==> config.mk <==
export PLATFORM = sky130hd
export DESIGN_NAME = spi_port
export DESIGN_NICKNAME = d
export VERILOG_FILES = /design/src/rtl/spi_port.sv
export SDC_FILE = /design/constraint.sdc
export NUM_CORES = 1
export LEC_CHECK = 0
export BUFFER_PORTS_ARGS = -buffer_cell sky130_fd_sc_hd__buf_2
export CAP_MARGIN = 20
export CELL_PAD_IN_SITES_DETAIL_PLACEMENT = 1
export CELL_PAD_IN_SITES_GLOBAL_PLACEMENT = 1
export CORE_MARGIN = 10
export CORE_UTILIZATION = 50
export CTS_CLUSTER_DIAMETER = 100
export DETAILED_ROUTE_END_ITERATION = 7
export PLACE_DENSITY = 0.9
export REMOVE_ABC_BUFFERS = 1
export SYNTH_ARGS = -nofsm -noshare
export SYNTH_HDL_FRONTEND = slang
export SYNTH_SLANG_ARGS = --single-unit
==> constraint.sdc <==
create_clock -name clk -period 7.7 [get_ports clk]
set_input_delay 1.155 -clock clk [delete_from_list [all_inputs] [get_ports clk]]
set_output_delay 1.155 -clock clk [all_outputs]
set_load 0.01 [all_outputs]
==> src/rtl/spi_port.sv <==
module spi_port (
  input  logic       clk,
  input  logic       rst_n,
  input  logic [1:0] bus_addr,
  input  logic       bus_wr,
  input  logic       bus_rd,
  input  logic [7:0] bus_wdata,
  output logic [7:0] bus_rdata,
  output logic       irq,
  input  logic       irq_ack,
  output logic       sck_out,
  output logic       sck_oe,
  input  logic       sck_in,
  input  logic       sel_in,
  output logic       sdo,
  input  logic       sdi
);
  logic       master, ien, cpol, cpha;
  logic [2:0] div;
  logic       done, wcol, selhi, sel_en, armed;
  logic       busy_m, sck_r;
  logic [6:0] cnt;
  logic [3:0] k;
  logic [7:0] tx, rx, rdbuf;
  logic [2:0] sck_s;
  logic [1:0] sel_s, sdi_s;

  logic [2:0] dsel;
  logic [6:0] half;
  logic       sel_int, fault, tick_m, edge_s, step, din, samp, shf, busy;
  logic       dwr, swr, acc_data, start, unused_bits;

  assign dsel     = (div > 3'd5) ? 3'd5 : div;
  assign half     = 7'd2 << dsel;
  assign sel_int  = sel_en ? sel_s[1] : master;
  assign fault    = master & sel_en & ~sel_s[1];
  assign tick_m   = busy_m & (cnt == half - 7'd1);
  assign edge_s   = ~master & ~sel_int & (sck_s[1] ^ sck_s[2]);
  assign step     = tick_m | edge_s;
  assign din      = master ? sdi : sdi_s[1];
  assign samp     = (k[0] == cpha);
  assign shf      = ~samp & ~(cpha & (k == 4'd0));
  assign busy     = master ? busy_m : (k != 4'd0);
  assign dwr      = bus_wr & (bus_addr == 2'd2);
  assign swr      = bus_wr & (bus_addr == 2'd1);
  assign acc_data = (bus_wr | bus_rd) & (bus_addr == 2'd2);
  assign start    = dwr & ~busy;
  assign unused_bits = bus_wdata[3];

  assign irq     = ien & done;
  assign sdo     = tx[7];
  assign sck_out = busy_m ? sck_r : cpol;
  assign sck_oe  = master;

  always_comb begin
    case (bus_addr)
      2'd0:    bus_rdata = {master, ien, cpol, cpha, 1'b0, div};
      2'd1:    bus_rdata = {done, wcol, selhi, sel_en, 3'b000, busy};
      2'd2:    bus_rdata = rdbuf;
      default: bus_rdata = 8'h00;
    endcase
  end

  always_ff @(posedge clk or negedge rst_n) begin
    if (!rst_n) begin
      sck_s <= 3'b000;
      sel_s <= 2'b11;
      sdi_s <= 2'b00;
    end else begin
      sck_s <= {sck_s[1:0], sck_in};
      sel_s <= {sel_s[0], sel_in};
      sdi_s <= {sdi_s[0], sdi};
    end
  end

  always_ff @(posedge clk or negedge rst_n) begin
    if (!rst_n) begin
      master <= 1'b0; ien <= 1'b0; cpol <= 1'b0; cpha <= 1'b0; div <= 3'd0;
    end else if (fault) begin
      master <= 1'b0;
    end else if (bus_wr && bus_addr == 2'd0) begin
      master <= bus_wdata[7];
      ien    <= bus_wdata[6];
      cpol   <= bus_wdata[5];
      cpha   <= bus_wdata[4];
      div    <= bus_wdata[2:0];
    end
  end

  always_ff @(posedge clk or negedge rst_n) begin
    if (!rst_n) begin
      busy_m <= 1'b0; sck_r <= 1'b0; cnt <= 7'd0; k <= 4'd0;
      tx <= 8'h00; rx <= 8'h00; rdbuf <= 8'h00;
    end else if (fault) begin
      busy_m <= 1'b0;
      k      <= 4'd0;
    end else if (!master && sel_int) begin
      k  <= 4'd0;
      rx <= 8'h00;
      if (start) tx <= bus_wdata;
    end else if (start) begin
      tx <= bus_wdata;
      k  <= 4'd0;
      if (master) begin
        busy_m <= 1'b1;
        cnt    <= 7'd0;
        sck_r  <= cpol;
      end
    end else begin
      if (busy_m) cnt <= tick_m ? 7'd0 : cnt + 7'd1;
      if (step) begin
        k <= k + 4'd1;
        if (master) sck_r <= ~sck_r;
        if (samp) rx <= {rx[6:0], din};
        if (shf) tx <= {tx[6:0], 1'b0};
        if (k == 4'd15) begin
          rdbuf  <= samp ? {rx[6:0], din} : rx;
          busy_m <= 1'b0;
        end
      end
    end
  end

  always_ff @(posedge clk or negedge rst_n) begin
    if (!rst_n) begin
      done <= 1'b0; armed <= 1'b0; wcol <= 1'b0; selhi <= 1'b0; sel_en <= 1'b0;
    end else begin
      if ((step && k == 4'd15 && !(!master && sel_int)) || fault)
        done <= 1'b1;
      else if (ien ? irq_ack : (armed & acc_data))
        done <= 1'b0;

      if (bus_rd && bus_addr == 2'd1 && done) armed <= 1'b1;
      else if (acc_data || !done)             armed <= 1'b0;

      if (dwr && busy)                  wcol <= 1'b1;
      else if (swr && !bus_wdata[6])    wcol <= 1'b0;

      if (sel_en && sel_s[1])           selhi <= 1'b1;
      else if (swr && !bus_wdata[5])    selhi <= 1'b0;

      if (swr) sel_en <= bus_wdata[4];
    end
  end
endmodule

==> flow_metrics.tcl <==
set metrics [dict create \
    status "completed" \
    nNetsFinal 315 \
    leakagePower_nw 1.58 \
    synth_area_per_cell_um2 11.2 \
    core_um2 5850 \
    fillers 639 \
    gp_congestion 0.938 \
    power_density_nw_per_um2 298 \
    max_freq_mhz 288 \
    grt_max_degree 57 \
    maxSlewHeadroom_pct 27.8 \
    path_common_cell "xnor2_1" \
    yosys_warnings 0 \
    ctsResizeCount 0 \
    root_buffer "clkbuf_8" \
    startpoint_type "flip-flop" \
    drive_gt1_share_pct 29.9 \
    htree_levels 2 \
    viasPerCell 5.84 \
    grt_overflow 0 \
    fin_skew_ns 0.0157 \
    synth_edf_count 0 \
    cts_buffers 5 \
    finalSetupTns_ns 0 \
    row_count 28 \
    die_h_um 97.3 \
    slowest_stage "or3_1" \
    finalWorstSetupSlack_ns 4.23 \
    end_kind "flip-flop" \
    hold_class "flip-flop to flip-flop" \
    use_met2_pct 27.7 \
    tritoncts "built" \
    drt-pass1-iter-count 4 \
    rsz0062_at_grt "false" \
    critPathKind "flip-flop to flip-flop" \
    cts.sinks 56 \
    post-place-ws_ns 4.35 \
    fp.dieArea_um2 9460 \
    worst_ep_arrival_time_ns 3.68 \
    dr.first_iter.drc_count 143 \
    antenna_left 0 \
    pin_count 30 \
    grtUsageMet3_pct 3.20 \
    route.detailed.drc 0 \
    slew_violations 0 \
    r2r_cells 8 \
    min_delay_worst_endpoint "sel_s[1]$_DFF_PN1_" \
    worstMarginPinSlew_ns 1.08 \
    start_util_pct 51.0 \
    grtUsageTotal_pct 15.8 \
    hold_viol 0 \
    rr_endpoint "rdbuf[6]$_DFFE_PN0P_" \
    vdd_drop_max_mv 0.180 \
    synthCells 267 \
    cp_slowest_stage_delay_ns 0.65 \
    regArea_um2 1400 \
    clk_pin_slew_ns 0.10 \
    area_delta_synth_final_pct 9.94 \
    port_buffers 29 \
    holdPathStages 0 \
    die_w_um 97.3 \
    synth.distinct_cells 44 \
    setup_viol 0 \
    ys_seq_area_share_pct 47.0 \
    critPathRequiredTime_ns 7.91 \
    final_common_cell "dfrtp_1" \
    use_met1_pct 18.6 \
    fin_crit_sh_pct 45.1 \
    grt_pass1_wl_um 12300 \
    hold_path_startpoint "sel_s[0]$_DFF_PN1_" \
    multi_input_comb_area_um2 1500 \
    num_vias 2155 \
    synth_area_um2 2980 \
    antenna_found_initial 0 \
    path_cells "or3b_2 -> ha_1 -> xnor2_1 -> xnor2_1 -> a2111oi_4 -> o21ai_2 -> or3_1 -> mux2_4" \
    cts_setup_buffers 0 \
    cap_violations 0 \
    wl_um 7460 \
    synth-async-reset-ratio_pct 100 \
    layout_common_cells "dfrtp_1 (54), mux2_2 (31), buf_2 (29), nand2_1 (25), o21ai_0 (17)" \
    cts_hold_buf 0 \
    ys_seq_elements 56 \
    antenna_cells 0 \
    clockBufferDepth 2 \
    clk_latency_ns 0.32 \
    grt_pass1_vias 2378 \
    path_max_fanout 8 \
    synth_flop_cell "dfrtp_1" \
    post-dp-hpwl_um 5520 \
    wl_per_cell_um 20.2 \
    busiest_layer "met2" \
    fin_crit_ns 3.47 \
    reg2reg_slack_ns 4.23 \
    rr_startpoint "div[0]$_DFFE_PN0P_" \
]
==> sequential cells by signal, summed over array words and instances (netlist names) <==
signal  flops
cpha        1
sck_oe      1
busy_m      1
sdi_s       2
cpol        1
wcol        1
selhi       1
rdbuf       8
k           4
sel_s       2
cnt         7
armed       1
done        1
sck_r       1
div         3
rx          8
tx          8
sel_en      1
sck_s       3
ien         1
==> per-layer routing <==
metal / up-vias / wire length [um]
met1: 1095 / 3220
met3: 14 / 318
met4: 0 / 142
met5: - / 0
li1: 998 / -
met2: 48 / 3770
==> synth_stat cells (6+ instances only) <==
master / instances / area share [%]
mux2_2: 31 / 12
dfrtp_1: 54 / 45
clkbuf_1: 7 / 0.88
nor3_1: 6 / 1.0
nor2_1: 14 / 1.8
nand2_1: 25 / 3.1
nand3_1: 6 / 1.0
mux2i_1: 16 / 5.4
mux2_4: 8 / 4.0
o21ai_0: 17 / 2.9
==> kinds of logic (layout without fill, tap and decap cells) <==
logic type | Yosys count | in the layout | share of synthesized area, %
AOI/OAI and AO/OA | 42 | 42 | 9.64
xor gates and xnor gates | 9 | 9 | 2.64
buffers and inverters | 16 | 43 | 2.56
adders and majority gates | 4 | 4 | 1.68
and+or+nand+nor | 85 | 85 | 15.3
muxes | 55 | 55 | 21.1
DFF | 56 | 56 | 47.0
==> worst max-delay path, delay by kind of cell, from the launching register on <==
kind	cells	cell delay [ns]
adder cells (fa/ha/maj)	1	0.20
AND/OR/NAND/NOR	2	1.13
flip-flops	1	0.50
multiplexers	1	0.40
XOR/XNOR	2	0.44
AO/OA/AOI/OAI	2	0.69
==> per-stage QoR <==
stage	std cells	util, %	hold slack, ns	area (um^2)	power, mW
6_report	369	56.1	0.366	3280	0.979
5_1_grt	369	56.1	0.371	3280	1.04
4_1_cts	369	56.1	0.370	3280	0.986
3_5_place_dp	361	54.2	0.349	3170	0.787
3_3_place_gp	361	54.2	0.337	3170	0.759
2_1_floorplan	256	-	0.331	2930	0.673
==> how the worst max path moves through the flow <==
stage | startpoint | end | slack (ns) | cells after the start
after floorplan | div[2]$_DFFE_PN0P_ | rdbuf[0]$_DFFE_PN0P_ | 4.80 | 8
after global placement | div[2]$_DFFE_PN0P_ | rdbuf[3]$_DFFE_PN0P_ | 4.49 | 8
after detailed placement | div[0]$_DFFE_PN0P_ | rdbuf[6]$_DFFE_PN0P_ | 4.35 | 8
after CTS | div[0]$_DFFE_PN0P_ | rdbuf[6]$_DFFE_PN0P_ | 4.25 | 8
after global routing | div[2]$_DFFE_PN0P_ | tx[1]$_DFFE_PN0P_ | 4.14 | 8
final | div[0]$_DFFE_PN0P_ | rdbuf[6]$_DFFE_PN0P_ | 4.23 | 8
==> power by group <==
group	total [mW]	switching (mW)	internal (mW)	leakage, nW
logic	0.355	0.188	0.168	0.812
registers	0.430	0.0700	0.360	0.710
clock network	0.194	0.0971	0.0967	0.0552
total	0.979	0.355	0.624	1.58
==> cell type report <==
class / count / share of cell area [%]
Sequential cell: 56 / 42.8
Inverter: 5 / 0.572
Tap cell: 75 / 2.86
Clock inverter: 2 / 1.07
Multi-Input combinational cell: 195 / 45.8
Clock buffer: 6 / 2.21
Timing Repair Buffer: 30 / 4.65
(Power assumes the default switching activity.)
